===== config.mk =====
export PLATFORM = sky130hd
export DESIGN_NAME = rst_wait_ctrl
export DESIGN_NICKNAME = d
export VERILOG_FILES = /design/src/rtl/rwc_pkg.sv /design/src/rtl/rwc_sync.sv /design/src/rtl/rwc_qualifier.sv /design/src/rtl/rwc_fsm.sv /design/src/rtl/rst_wait_ctrl.sv
export SDC_FILE = /design/constraint.sdc
export NUM_CORES = 1
export LEC_CHECK = 0
export ABC_AREA = 1
export BUFFER_PORTS_ARGS = -buffer_cell sky130_fd_sc_hd__buf_2
export CORE_MARGIN = 10
export CORE_UTILIZATION = 35
export CTS_CLUSTER_SIZE = 40
export DETAILED_ROUTE_END_ITERATION = 12
export GPL_ROUTABILITY_DRIVEN = 0
export GPL_TIMING_DRIVEN = 0
export MAX_ROUTING_LAYER = met4
export PLACE_DENSITY = 0.88
export SYNTH_ARGS = -nofsm -noshare
export SYNTH_HDL_FRONTEND = slang
export SYNTH_SLANG_ARGS = --single-unit

===== constraint.sdc =====
create_clock -name clk -period 1.3 [get_ports clk]
set_input_delay 0.195 -clock clk [delete_from_list [all_inputs] [get_ports clk]]
set_output_delay 0.195 -clock clk [all_outputs]
set_load 0.02 [all_outputs]

===== src/rtl/rwc_pkg.sv =====
package rwc_pkg;

  localparam int WORD_W = 16;
  localparam int PHYS_W = 20;

  typedef enum logic [1:0] {
    ST_HALT = 2'd0,
    ST_RUN  = 2'd1,
    ST_IDLE = 2'd2
  } ctl_state_t;

  localparam logic [WORD_W-1:0] FLAGS_INIT_VAL = 16'h0000;
  localparam logic [WORD_W-1:0] IP_INIT_VAL    = 16'h0000;
  localparam logic [WORD_W-1:0] CS_INIT_VAL    = 16'hFFFF;
  localparam logic [WORD_W-1:0] DS_INIT_VAL    = 16'h0000;
  localparam logic [WORD_W-1:0] SS_INIT_VAL    = 16'h0000;
  localparam logic [WORD_W-1:0] ES_INIT_VAL    = 16'h0000;

  // segment shifted by one nibble, plus the offset
  function automatic logic [PHYS_W-1:0] phys_addr(input logic [WORD_W-1:0] seg,
                                                  input logic [WORD_W-1:0] off);
    logic [PHYS_W-1:0] seg_w;
    logic [PHYS_W-1:0] off_w;
    seg_w = {seg, 4'h0};
    off_w = {{(PHYS_W-WORD_W){1'b0}}, off};
    return seg_w + off_w;
  endfunction

endpackage


===== src/rtl/rwc_sync.sv =====
module rwc_sync #(
  parameter int STAGES  = 2,
  parameter bit RST_VAL = 1'b1
) (
  input  logic clk,
  input  logic rst_n,
  input  logic d,
  output logic q
);

  logic [STAGES:0] taps;

  assign taps[0] = d;

  generate
    for (genvar i = 0; i < STAGES; i++) begin : g_stage
      logic stage_q;
      always_ff @(posedge clk or negedge rst_n) begin
        if (!rst_n) stage_q <= RST_VAL;
        else        stage_q <= taps[i];
      end
      assign taps[i+1] = stage_q;
    end
  endgenerate

  assign q = taps[STAGES];

endmodule


===== src/rtl/rwc_qualifier.sv =====
module rwc_qualifier #(
  parameter int MIN_CYCLES = 4
) (
  input  logic clk,
  input  logic rst_n,
  input  logic lvl,
  output logic accept
);

  localparam int CNT_W = $clog2(MIN_CYCLES + 1);
  localparam logic [CNT_W-1:0] CNT_SAT = CNT_W'(MIN_CYCLES);
  localparam logic [CNT_W-1:0] CNT_ACC = CNT_W'(MIN_CYCLES - 1);

  logic [CNT_W-1:0] hi_cnt;

  // the pulse becomes valid on the edge that completes MIN_CYCLES high samples
  assign accept = lvl && (hi_cnt == CNT_ACC);

  always_ff @(posedge clk or negedge rst_n) begin
    if (!rst_n)                 hi_cnt <= '0;
    else if (!lvl)              hi_cnt <= '0;
    else if (hi_cnt != CNT_SAT) hi_cnt <= hi_cnt + 1'b1;
  end


  accept_once_chk: assert property (@(posedge clk) disable iff (!rst_n)
    accept |=> !accept);

  generate
    if (MIN_CYCLES > 1) begin : g_len_chk

      accept_needs_run_chk: assert property (@(posedge clk) disable iff (!rst_n)
        (accept && hi_cnt != '0) |-> $past(lvl));
    end
  endgenerate

endmodule


===== src/rtl/rwc_fsm.sv =====
module rwc_fsm
  import rwc_pkg::*;
(
  input  logic clk,
  input  logic rst_n,
  input  logic rst_accept,
  input  logic rst_lvl,
  input  logic test_lvl,
  input  logic wait_req,
  input  logic irq_req,
  output logic core_stall,
  output logic arch_load,
  output logic queue_flush,
  output logic fetch_start
);

  ctl_state_t state_q, state_d;
  logic       halt_exit;
  logic       idle_enter;
  logic       wake_by_test;
  logic       wake_by_irq;

  assign halt_exit    = (state_q == ST_HALT) && !rst_lvl && !rst_accept;
  assign idle_enter   = (state_q == ST_RUN)  && wait_req && test_lvl && !rst_accept;
  assign wake_by_test = (state_q == ST_IDLE) && !test_lvl && !rst_accept;
  assign wake_by_irq  = (state_q == ST_IDLE) && test_lvl && irq_req && !rst_accept;

  always_comb begin
    state_d = state_q;
    if (rst_accept)                       state_d = ST_HALT;
    else if (halt_exit)                   state_d = ST_RUN;
    else if (idle_enter)                  state_d = ST_IDLE;
    else if (wake_by_test || wake_by_irq) state_d = ST_RUN;
  end

  always_ff @(posedge clk or negedge rst_n) begin
    if (!rst_n) begin
      state_q     <= ST_HALT;
      queue_flush <= 1'b0;
      fetch_start <= 1'b0;
    end else begin
      state_q     <= state_d;
      queue_flush <= rst_accept;
      fetch_start <= halt_exit;
    end
  end

  assign core_stall = (state_q != ST_RUN);
  assign arch_load  = (state_q == ST_HALT);


  flush_pulse_chk: assert property (@(posedge clk) disable iff (!rst_n)
    queue_flush |=> !queue_flush);


  flush_in_halt_chk: assert property (@(posedge clk) disable iff (!rst_n)
    queue_flush |-> arch_load);


  fetch_after_halt_chk: assert property (@(posedge clk) disable iff (!rst_n)
    $rose(fetch_start) |-> (!core_stall && $past(arch_load)));


  idle_entry_chk: assert property (@(posedge clk) disable iff (!rst_n)
    idle_enter |=> (core_stall && !arch_load));


  irq_wake_chk: assert property (@(posedge clk) disable iff (!rst_n)
    wake_by_irq |=> !core_stall);


  halt_ignores_wait_chk: assert property (@(posedge clk) disable iff (!rst_n)
    (arch_load && rst_lvl && wait_req) |=> arch_load);

endmodule


===== src/rtl/rst_wait_ctrl.sv =====
module rst_wait_ctrl
  import rwc_pkg::*;
#(
  parameter int MIN_RST_CYCLES = 4,
  parameter int SYNC_STAGES    = 2
) (
  input  logic              clk,
  input  logic              sys_rst_n,
  input  logic              rst_pin,
  input  logic              test_pin,
  input  logic              wait_req,
  input  logic              irq_pending,
  output logic [WORD_W-1:0] flags_init,
  output logic [WORD_W-1:0] ip_init,
  output logic [WORD_W-1:0] cs_init,
  output logic [WORD_W-1:0] ds_init,
  output logic [WORD_W-1:0] ss_init,
  output logic [WORD_W-1:0] es_init,
  output logic              arch_load,
  output logic              queue_flush,
  output logic              fetch_start,
  output logic [PHYS_W-1:0] fetch_addr,
  output logic              core_stall
);

  logic rst_lvl;
  logic test_lvl;
  logic rst_accept;

  rwc_sync #(.STAGES(SYNC_STAGES), .RST_VAL(1'b1)) u_rst_sync (
    .clk   (clk),
    .rst_n (sys_rst_n),
    .d     (rst_pin),
    .q     (rst_lvl)
  );

  rwc_sync #(.STAGES(SYNC_STAGES), .RST_VAL(1'b1)) u_test_sync (
    .clk   (clk),
    .rst_n (sys_rst_n),
    .d     (test_pin),
    .q     (test_lvl)
  );

  rwc_qualifier #(.MIN_CYCLES(MIN_RST_CYCLES)) u_qual (
    .clk    (clk),
    .rst_n  (sys_rst_n),
    .lvl    (rst_lvl),
    .accept (rst_accept)
  );

  rwc_fsm u_fsm (
    .clk         (clk),
    .rst_n       (sys_rst_n),
    .rst_accept  (rst_accept),
    .rst_lvl     (rst_lvl),
    .test_lvl    (test_lvl),
    .wait_req    (wait_req),
    .irq_req     (irq_pending),
    .core_stall  (core_stall),
    .arch_load   (arch_load),
    .queue_flush (queue_flush),
    .fetch_start (fetch_start)
  );

  assign flags_init = FLAGS_INIT_VAL;
  assign ip_init    = IP_INIT_VAL;
  assign cs_init    = CS_INIT_VAL;
  assign ds_init    = DS_INIT_VAL;
  assign ss_init    = SS_INIT_VAL;
  assign es_init    = ES_INIT_VAL;
  assign fetch_addr = phys_addr(CS_INIT_VAL, IP_INIT_VAL);


  fetch_vector_chk: assert property (@(posedge clk) disable iff (!sys_rst_n)
    fetch_start |-> (fetch_addr == ((PHYS_W'(cs_init) << 4) + PHYS_W'(ip_init))));


  halt_values_chk: assert property (@(posedge clk) disable iff (!sys_rst_n)
    arch_load |-> (core_stall && flags_init == '0 && cs_init == '1));

endmodule


-- Word level (Yosys, flattened, before mapping)
Index checks and enable logic that the tools add are counted.
- register bits after elaboration: 11
- output and inout port bits: 120
- $add $sub $neg: 1
- equality and inequality tests: 6
- muxes and demuxes: 6
- reduce and logical (&&, ||, !) cells: 17
- operator list (cell ; number):
    $logic_and 1x1->1 ; 11
    $mux 2 ; 4
    $mux 3 ; 2
    $ne 2x1->1 const B ; 2
    $reduce_bool 4->1 ; 1
    $add 3x1->3 const B ; 1
    $eq 3x2->1 const B ; 1
    $logic_not 1->1 ; 3
    $ne 3x3->1 const B ; 1
    $eq 2x1->1 const B ; 1
    $eq 2x2->1 const B ; 1
    $logic_not 2->1 ; 1
    $logic_or 1x1->1 ; 1

-- Longest topological paths before layout
Gate-level depths: netlist of run 1.
- word-level depth: 9
- gate-level depth with buffers: 7

-- Hierarchy
Synthesis of run 1 repeated with hierarchy kept, for this count alone.
- cell total of the unflattened synthesis: 164
- area, all modules: 1337.5 um^2
- by module, submodules not included (module ; times used ; cells an instance ; area an instance (um^2) ; sequential area each (um^2)):
    rst_wait_ctrl ; 1 ; 118 ; 878.3 ; 0.0
    rwc_fsm ; 1 ; 23 ; 178.9 ; 100.1
    rwc_qualifier ; 1 ; 19 ; 175.2 ; 75.1
    rwc_sync ; 2 ; 2 ; 52.6 ; 52.6

-- Least setup slack after synthesis of run 1
OpenSTA, ideal clock, no wires.
- path type: register to register
- start point: register u_qual.hi_cnt[0]
- end point: register u_fsm.state_q[0]
- data arrival time: 1.093 ns
- data required time: 1.227 ns
- path slack: 0.134 ns
- stages on the path, launching flop included: 7
- clock period less this slack: 1.166 ns
- cell sequence: dfrtp_1 ha_1 ha_1 nand2_1 inv_1 nor2_2 a21boi_2
- longest elaborated chain between the ends: 7
- elaborated cells on any way between the ends: 12
- those cells by class: eq/ne: 1; mux: 3; reduce/logical: 8
- RTL lines (what ; RTL line ; RTL):
    start, declared ; rwc_qualifier.sv:14 ; logic [CNT_W-1:0] hi_cnt;
    start signal, assigned ; rwc_qualifier.sv:22 ; else if (hi_cnt != CNT_SAT) hi_cnt <= hi_cnt + 1'b1;
    $eq 3x2->1 * ; rwc_qualifier.sv:17 ; assign accept = lvl && (hi_cnt == CNT_ACC);
    $logic_and 1x1->1 * ; rwc_qualifier.sv:17 ;
    via rst_accept ; rst_wait_ctrl.sv:28 ; logic rst_accept;
    $logic_not 1->1 ; -- ;
    $logic_and 1x1->1 ; rwc_fsm.sv:24 ; assign idle_enter = (state_q == ST_RUN) && wait_req && test_lvl && !rst_accept;
    $mux 2 ; rwc_fsm.sv:32 ; else if (idle_enter) state_d = ST_IDLE;
    $mux 2 ; rwc_fsm.sv:31 ; else if (halt_exit) state_d = ST_RUN;
    $mux 2 ; rwc_fsm.sv:30 ; if (rst_accept) state_d = ST_HALT;
    end signal, assigned ; rwc_fsm.sv:42 ; state_q <= state_d;
    end, declared ; rwc_fsm.sv:17 ; ctl_state_t state_q, state_d;
Mark *: on every way through the listed nets, which the timed path passes. The rest lies on a longest branch.
A chain may end at the register's enable or synchronous reset.

-- Worst setup path after layout of run 1
Ends and elaborated chain as after synthesis.

==> impl_metrics.json, run 1 <==
{
  "cts_tree": "yes",
  "fin_crit_sh_pct": 94.4,
  "layout_common_cells": "buf_4, conb_1, buf_2",
  "dieArea_um2": 6700,
  "wl_met2_mm": 1.63,
  "antenna_cells": 0,
  "worst_slack_ps": 72.4,
  "avgSynthCellArea_um2": 8.26,
  "seq_area_frac_synth_pct": 20.9,
  "rsz0062_at_grt": "false",
  "groute.usage.overall_pct": 7.48,
  "post-cts-setup-buffer-count": 0,
  "crit_fanout": 4,
  "hold_start": "rst_pin",
  "synth-seq-cells": 11,
  "worstSetupPathType": "reg -> reg",
  "root_buffer": "clkbuf_8",
  "drc": 0,
  "io_buffers": 9,
  "setup_viol": 0,
  "cts.path.max_buffers": 2,
  "timing.rr.start": "u_qual.hi_cnt[0]",
  "ioPinCount": 126,
  "synthAdderAreaFrac_pct": 2.80,
  "synth_compound_gate_area_share_pct": 2.90,
  "grt_max_degree": 12,
  "initial_core_util_pct": 36.3,
  "die_h_um": 81.8,
  "cp-start-kind": "flop",
  "maxCapViolations": 0,
  "total_power_mw": 1.81,
  "fin_nets": 300,
  "required_ps": 1460,
  "area_growth_pct": 44.1,
  "synth_top_family_by_area": "buffers and inverters",
  "cts.sinks": 11,
  "synth_area_um2": 1340,
  "min_path_type": "in -> reg",
  "synth_xor_area_share_pct": 0,
  "drtAntennaViolNets": 0,
  "p_per_area_nw_per_um2": 937,
  "tns_ps": 0,
  "cp_data_arrival_time_ps": 1390,
  "rows": 22,
  "hold_violations": 0,
  "highest_layer": "met4",
  "wirelength_mm": 3.00,
  "synth.distinct_cells": 16,
  "numCtsBuffers": 3,
  "max_freq_mhz": 815,
  "grt_pass1_wl_mm": 3.74,
  "startpoint": "u_qual.hi_cnt[0]",
  "dr_wl_met3_um": 651,
  "clk_pin_slew_ps": 50,
  "cts_max_level": 1,
  "clk_latency_ps": 240,
  "end_kind": "flop",
  "skew_ps": 3.65,
  "dr.first_iter.drc_count": 4,
  "drive_above_1_share_pct": 48.3,
  "ir_worst_vdd_uv": 753,
  "nFillCells": 353,
  "viasPerCell": 2.70,
  "place_ws_ps": 30.6,
  "antenna_found_initial": 0,
  "vias": 914,
  "avgRoutedWirePerCell_um": 8.87,
  "p_leak_nw": 1.28,
  "core_area_um2": 3690,
  "synth.mux.area_fraction_pct": 0,
  "drtPass1Iterations": 2,
  "synth-simple-area-share_pct": 5.23,
  "grt_pass1_vias": 763,
  "dp_hpwl_mm": 2.93,
  "netlist_instances": 162,
  "wl_met1_um": 700,
  "maxSlewViolCount": 0,
  "die_width_um": 81.8,
  "status": "finished clean",
  "fin_crit_ps": 1230,
  "ys_warn_count": 0,
  "overflow": 0
}
-- where the power goes --
| group | switching, mW | internal, mW | total [mW] |
|---|---|---|---|
| registers | 0.0523 | 0.434 | 0.486 |
| logic | 0.612 | 0.374 | 0.986 |
| clock network | 0.122 | 0.215 | 0.337 |
-- worst max-delay path: stages (launching register included) --
cell      delay [ps]
dfrtp_1          410
ha_2             180
ha_1             170
nand2_1           80
inv_1             60
nor2_2           100
a21boi_2         150
-- cells in the mapped netlist, drive strengths merged --
| cell type | number | area share (%) |
|---|---|---|
| inv | 9 | 2.5 |
| buf | 116 | 65 |
| ha | 3 | 2.8 |
| dfstp | 4 | 7.9 |
| nand3 | 1 | 0.37 |
| dfrtp | 7 | 13 |
| o21ai | 2 | 0.75 |
| a21oi | 2 | 0.75 |
| a21boi | 2 | 1.4 |
| nand2 | 8 | 2.4 |
| conb | 2 | 0.56 |
| nor2 | 6 | 2.4 |
-- final timing paths --
check,end,slack [ps],cells after the start
max,u_fsm.state_q[0],70,6
min,u_rst_sync.g_stage[0].stage_q,50,1
max reg2reg,u_fsm.state_q[0],70,6
min reg2reg,u_test_sync.q,360,0
max in group asynchronous,u_test_sync.q,690,2
min in group asynchronous,u_qual.hi_cnt[0],350,2
-- stage by stage --
step                      instances  util, %  hold WS [ps]  instance area [um2]
after floorplan                 276        -          -101                 1770
after global placement          333     50.7          69.7                 1870
after detailed placement        333     50.7          76.0                 1870
after CTS                       338     52.2          46.8                 1930
after global routing            338     52.3          49.6                 1930
final                           338     52.3          54.7                 1930
-- per-layer routing --
metal | track usage, % | vias to the layer above
li1 | - | 509
met1 | 5.15 | 336
met2 | 14.2 | 65
met3 | 5.02 | 4
met5 | - | -
met4 | 3.06 | 0
-- sequential cells by signal, summed over array words and instances, names as in the netlist --
signal / flops
u_test_sync.g_stage.stage_q: 1
u_rst_sync.g_stage.stage_q: 1
u_test_sync.q: 1
u_fsm.state_q: 2
u_fsm.queue_flush: 1
u_fsm.fetch_start: 1
u_rst_sync.q: 1
u_qual.hi_cnt: 3
-- what timing repair did --
action | CTS | global route
hold buffers | 1 | 0
resized for setup | 0 | 1
endpoints found under the setup margin | 0 | 2
hold endpoints to repair | 7 | 0
-- layout make-up --
class	instances	area, um2	area share [%]
inverters	9	33.8	1.75
well taps	48	60.1	3.11
flip-flops and latches	11	280	14.5
plain buffers	116	871	45.1
repair buffers	10	55.1	2.85
multi-input cells	140	584	30.3
clock buffers	4	45.0	2.33
-- kinds of logic after synthesis --
kind of cell,count (synthesis)
DFF,11
and+or+nand+nor,15
buffers and inverters,125
adders and majority gates,3
other,2
AOI/OAI and AO/OA,6
Power figures use the tool's default switching activity.
==> inputs of run 2 (changes only) <==
--- a/config.mk
+++ b/config.mk
@@ -15,6 +15,8 @@
 export GPL_TIMING_DRIVEN = 0
 export MAX_ROUTING_LAYER = met4
 export PLACE_DENSITY = 0.88
+export SKIP_LAST_GASP = 1
 export SYNTH_ARGS = -nofsm -noshare
 export SYNTH_HDL_FRONTEND = slang
+export SYNTH_HIERARCHICAL = 1
 export SYNTH_SLANG_ARGS = --single-unit
==> run 2 against run 1 <==
Non-clock buffer count grew 1. Global-route usage is essentially flat. Core utilization grew 0.17 points. Final area grew 0.32%. Largest cell class unchanged. Largest power group unchanged.
==> impl_metrics.json, run 2 <==
{
  "netlist_instances": 164,
  "layout_common_cells": "buf_4, conb_1, buf_2",
  "drive_above_1_share_pct": 46.8,
  "largest_reg_flops": 3,
  "r2r_end": "u_fsm/state_q[1]",
  "fin_crit_sh_pct": 92.8,
  "cts.path.max_buffers": 2,
  "grt_max_degree": 12,
  "final_common_cell": "buf_4",
  "grt_pass1_wl_mm": 3.91,
  "ys_warn_count": 6,
  "status": "finished clean",
  "worstSetupPathType": "reg -> reg",
  "end_kind": "flop",
  "root_buffer": "clkbuf_8",
  "cp-start-kind": "flop",
  "yosysTopAreaCellShare_pct": 65.1,
  "seq_area_frac_synth_pct": 21.0,
  "rsz0062_at_grt": "false",
  "synthMostInstantiatedCell": "buf_4",
  "synthTopCellsByCount": "buf_4, inv_1, dfrtp_1, nand2_1, nor2_1",
  "cp_data_arrival_time_ps": 1370,
  "cp-endpoint": "u_fsm/state_q[1]",
  "avgRoutedWirePerCell_um": 8.77,
  "ff2ff_path_depth": 7,
  "maxCapViolations": 0,
  "multi_input_area_um2": 587,
  "total_power_mw": 1.81,
  "drtAntennaViolNets": 0,
  "largest_register": "u_qual/hi_cnt",
  "die_width_um": 81.8,
  "layout.cells.non_filler": 341,
  "fin_nets": 303,
  "ir_worst_vdd_uv": 770,
  "tns_ps": 0,
  "maxSlewViolCount": 0,
  "groute.usage.overall_pct": 7.51,
  "yosys.area.top_type": "buf_4",
  "die_h_um": 81.8,
  "rows": 22,
  "avgSynthCellArea_um2": 8.16,
  "max_freq_mhz": 829,
  "p_per_area_nw_per_um2": 935,
  "startpoint": "u_qual/hi_cnt[0]",
  "setup_viol": 0,
  "dr.first_iter.drc_count": 11,
  "initial_core_util_pct": 36.3,
  "cts_tree": "yes",
  "min_path_type": "in -> reg",
  "dp_hpwl_mm": 2.83,
  "vias": 952,
  "numCtsBuffers": 3,
  "fin_crit_ps": 1210,
  "drtPass1Iterations": 3,
  "io_buffers": 9,
  "async_flop_share_pct": 100,
  "drc": 0,
  "ys.flop_type": "dfrtp_1",
  "place_inst": 335,
  "synth_edf_count": 0,
  "synth_area_um2": 1340,
  "seqCellArea_um2": 280,
  "wirelength_mm": 2.99,
  "antenna_cells": 0,
  "clk_pin_slew_ps": 50,
  "synth_area_leaders": "buf_4, dfrtp_1, dfstp_2, ha_1, inv_1",
  "area_growth_pct": 44.7,
  "synth-seq-cells": 11,
  "hold_violations": 0,
  "crit_fanout": 4,
  "cts.sinks": 11,
  "core_area_um2": 3690,
  "worst_hold_slack_ps": 58.2,
  "nFillCells": 367,
  "viasPerCell": 2.79,
  "overflow": 0,
  "synth.distinct_cells": 15,
  "ioPinCount": 126,
  "skew_ps": 2.91,
  "ff2ff_setup_slack_ps": 90,
  "antenna_found_initial": 0,
  "grt_pass1_vias": 860,
  "p_leak_nw": 1.27,
  "top_regs": "u_qual/hi_cnt (3), u_fsm/state_q (2)",
  "cts_max_level": 1,
  "post-route-util_pct": 52.5,
  "timing.rr.start": "u_qual/hi_cnt[0]",
  "dieArea_um2": 6690,
  "required_ps": 1470,
  "clk_latency_ps": 240
}
run 2: cell count changes after synthesis, sizes merged:
cell    before  now
a21oi        2    0
nand3        1    3
nand4        0    2
a21boi       2    1
inv          9    8
nor4         0    1
o21ai        2    3
run 2: worst min path at each step:
| stage | from | endpoint | slack (ps) | cells after the start |
|---|---|---|---|---|
| after detailed placement | sys_rst_n | u_qual/hi_cnt[1] | 80 | 1 |
| after floorplan | sys_rst_n | u_fsm/fetch_start | -100 | 0 |
| after global placement | sys_rst_n | u_qual/hi_cnt[1] | 70 | 1 |
| after global routing | test_pin | u_test_sync/g_stage[0].stage_q | 40 | 1 |
| after CTS | test_pin | u_test_sync/g_stage[0].stage_q | 50 | 1 |
| final | test_pin | u_test_sync/g_stage[0].stage_q | 60 | 1 |
run 2: area by class of cell:
class | instances | share of cell area [%]
timing repair buffer | 11 | 3.23
inverter | 8 | 1.55
clock buffer | 4 | 2.33
tap | 48 | 3.10
sequential | 11 | 14.5
multi-input combinational | 143 | 30.3
buffer | 116 | 45.0
run 2: cells by family after synthesis:
logic type                 Yosys count  synth area share [%]
buffers and inverters              124                  67.4
and+or+nand+nor                     20                  6.64
DFF                                 11                  21.0
AOI/OAI and AO/OA                    4                  1.68
adders and majority gates            3                  2.81
other                                2                 0.561
run 2: per-stage QoR:
step / instance area (um2) / setup slack [ps]
floorplan: 1770 / 161
global placement: 1870 / 99.4
detailed placement: 1870 / 56.1
CTS: 1930 / 48.5
global route: 1940 / 17.2
finish: 1940 / 94.2
run 2: where the power goes:
| group | total, mW | switching (mW) | internal [mW] |
|---|---|---|---|
| Combinational | 0.959 | 0.583 | 0.376 |
| Sequential | 0.517 | 0.0822 | 0.435 |
| Clock | 0.335 | 0.120 | 0.215 |
| Total | 1.81 | 0.785 | 1.03 |
run 2: timing repair:
item	CTS	global route
gates resized for setup	0	4
setup endpoints to repair	0	1
hold buffers	1	0
endpoints found under the hold margin	7	0
setup buffers	0	1
run 2: worst max-delay path: stages, from the launching register on:
cell	delay [ps]
dfrtp_1	390
ha_1	200
ha_1	180
nand2_1	80
inv_2	60
nor2_2	100
nand3_1	60
o21ai_1	70
run 2: routing by layer:
metal  vias to the layer above  part of all wire [%]  track usage (%)
li1                        523                     -                -
met1                       363                    28             6.32
met2                        64                    54             14.2
met3                         2                    17             3.93
met4                         0                  0.27             1.87
met5                         -                     0                -
==> inputs of run 3 (changes only) <==
--- a/config.mk
+++ b/config.mk
@@ -7,14 +7,16 @@
 export LEC_CHECK = 0
 export ABC_AREA = 1
 export BUFFER_PORTS_ARGS = -buffer_cell sky130_fd_sc_hd__buf_2
+export CELL_PAD_IN_SITES_DETAIL_PLACEMENT = 1
+export CELL_PAD_IN_SITES_GLOBAL_PLACEMENT = 2
 export CORE_MARGIN = 10
-export CORE_UTILIZATION = 35
+export CORE_UTILIZATION = 18
 export CTS_CLUSTER_SIZE = 40
 export DETAILED_ROUTE_END_ITERATION = 12
 export GPL_ROUTABILITY_DRIVEN = 0
 export GPL_TIMING_DRIVEN = 0
 export MAX_ROUTING_LAYER = met4
-export PLACE_DENSITY = 0.88
+export PLACE_DENSITY = 0.93
 export SKIP_LAST_GASP = 1
 export SYNTH_ARGS = -nofsm -noshare
 export SYNTH_HDL_FRONTEND = slang
==> run 3 against run 2 <==
Clock skew decreased by 1.0 ps. Global-route usage shrank 1.6 points. Sequential share of layout area shrank 0.44 points. Fmax rose by 0.97%. Sequential power up 1%. Combinational power about the same. Clock power is 2% higher. Via count increased by 4.8%. Register-to-register slack barely moved. Largest power group unchanged. Clock-buffer cell count did not move. Core utilization decreased by 25 points. Final cell count rose by 15%.
==> impl_metrics.json, run 3 (synthesized netlist as in run 2, its figures left out) <==
{
  "worstSetupPathType": "reg -> out",
  "worst_hold_slack_ps": 52.7,
  "io_buffers": 9,
  "core_area_um2": 7250,
  "clk_latency_ps": 240,
  "numCtsBuffers": 3,
  "root_buffer": "clkbuf_8",
  "cts.sinks": 11,
  "switching_share_pct": 43.8,
  "antenna_found_initial": 0,
  "status": "finished clean",
  "die_h_um": 106,
  "min_path_type": "in -> reg",
  "intPower_mw": 1.03,
  "area_growth_pct": 49.3,
  "cts.path.max_buffers": 2,
  "crit_chain": "inv_1, nand2_1, buf_2",
  "power_frac_comb_pct": 52.6,
  "p_leak_nw": 1.27,
  "clk_pin_slew_ps": 50,
  "ir_worst_vdd_uv": 383,
  "maxCapViolations": 0,
  "fin_crit_sh_pct": 91.9,
  "path_buf_inv": 2,
  "slowest_stage": "dfrtp_1",
  "required_ps": 1110,
  "ff2ff_path_depth": 7,
  "grt_pass1_wl_mm": 5.19,
  "avgRoutedWirePerCell_um": 8.92,
  "p_per_area_nw_per_um2": 914,
  "largest_register": "u_qual/hi_cnt",
  "skew_ps": 1.87,
  "pwr-share-clk_pct": 18.8,
  "wirelength_mm": 3.50,
  "antenna_cells": 0,
  "initial_core_util_pct": 18.4,
  "tns_ps": 0,
  "dp_hpwl_mm": 3.36,
  "crit_fanout": 6,
  "max_freq_mhz": 837,
  "min_to": "u_rst_sync/g_stage[0].stage_q",
  "top_regs": "u_qual/hi_cnt (3), u_fsm/state_q (2)",
  "maxSlewViolCount": 0,
  "viasPerCell": 2.55,
  "rsz0062_at_grt": "false",
  "p_switching_mw": 0.799,
  "drtPass1Iterations": 4,
  "drtAntennaViolNets": 0,
  "hold_start": "rst_pin",
  "vias": 998,
  "rows": 31,
  "power_frac_seq_pct": 28.6,
  "r2r_end": "u_fsm/state_q[1]",
  "fin_nets": 303,
  "dieArea_um2": 11300,
  "cp.depth": 3,
  "layout_common_cells": "buf_4, conb_1, buf_2",
  "fin_crit_ps": 1190,
  "hold_violations": 0,
  "ioPinCount": 126,
  "grt_pass1_vias": 1044,
  "groute.usage.overall_pct": 5.89,
  "crit_path_max_incr_delay_ps": 430,
  "drc": 0,
  "end_kind": "output port",
  "hold_path_depth": 1,
  "final_common_cell": "buf_4",
  "die_width_um": 106,
  "dr.first_iter.drc_count": 25,
  "cp_data_arrival_time_ps": 1000,
  "drive_above_1_share_pct": 46.4,
  "overflow": 0,
  "ff2ff_setup_slack_ps": 110,
  "largest_reg_flops": 3,
  "path_delay_family": "flip-flops",
  "grt_max_degree": 12,
  "timing.rr.start": "u_qual/hi_cnt[0]",
  "cts_tree": "yes",
  "cts_max_level": 1,
  "setup_viol": 0,
  "cp-start-kind": "flop"
}
[run 3: worst register-to-register path, delay by kind of cell, from the launching register on]
| family | cells | cell delay [ps] |
|---|---|---|
| AND/OR/NAND/NOR | 3 | 230 |
| adder cells (fa/ha/maj) | 2 | 370 |
| AO/OA/AOI/OAI | 1 | 70 |
| buffers and inverters | 1 | 60 |
| flip-flops | 1 | 390 |
[run 3: repair_timing]
item | in CTS | in global routing
hold buffers | 1 | 0
resized for setup | 0 | 3
setup buffers | 0 | 1
setup endpoints to repair | 0 | 1
endpoints found under the hold margin | 7 | 0
[run 3: layout make-up]
cell class                      count  area (um2)
Buffer                            116         871
Multi-Input combinational cell    143         584
Tap cell                           99         124
Fill cell                         953        5260
Clock buffer                        4        45.0
Timing Repair Buffer               11        62.6
Sequential cell                    11         280
Inverter                            8        30.0
[run 3: power groups by stage]
| stage | Clock [mW] | Sequential [mW] | Combinational (mW) |
|---|---|---|---|
| after floorplan | 0 | 0.518 | 0.793 |
| after global placement | 0 | 0.521 | 0.890 |
| after detailed placement | 0 | 0.527 | 0.914 |
| after CTS | 0.361 | 0.522 | 0.918 |
| after global routing | 0.389 | 0.536 | 1.07 |
| final | 0.343 | 0.522 | 0.960 |
[run 3: how the worst max path moves through the flow]
| stage | from | end | slack, ps |
|---|---|---|---|
| 6_report | u_fsm/state_q[1] | core_stall | 110 |
| 5_1_grt | u_fsm/state_q[1] | core_stall | 10 |
| 4_1_cts | u_qual/hi_cnt[0] | u_fsm/state_q[1] | 30 |
| 3_5_place_dp | u_qual/hi_cnt[0] | u_fsm/state_q[1] | 50 |
| 3_3_place_gp | u_qual/hi_cnt[0] | u_fsm/state_q[1] | 90 |
| 2_1_floorplan | u_qual/hi_cnt[0] | u_fsm/state_q[1] | 160 |
[run 3: layer usage]
| metal | vias to the layer above | routed length (um) | global-route usage, % |
|---|---|---|---|
| met3 | 2 | 368 | 3.08 |
| met5 | - | 0 | - |
| met1 | 404 | 1380 | 6.09 |
| li1 | 524 | - | - |
| met4 | 0 | 12 | 0.870 |
| met2 | 68 | 1730 | 9.98 |
[run 3: per-stage QoR]
stage | cell area, um2 | utilization (%) | worst slack, ps | power (mW) | cells
final | 2000 | 27.5 | 106 | 1.82 | 392
after global routing | 2000 | 27.5 | 11.1 | 2.00 | 392
after CTS | 1990 | 27.4 | 28.2 | 1.80 | 391
after detailed placement | 1930 | 26.7 | 46.6 | 1.44 | 386
after global placement | 1930 | 26.7 | 92.7 | 1.41 | 386
after floorplan | 1770 | - | 161 | 1.31 | 278
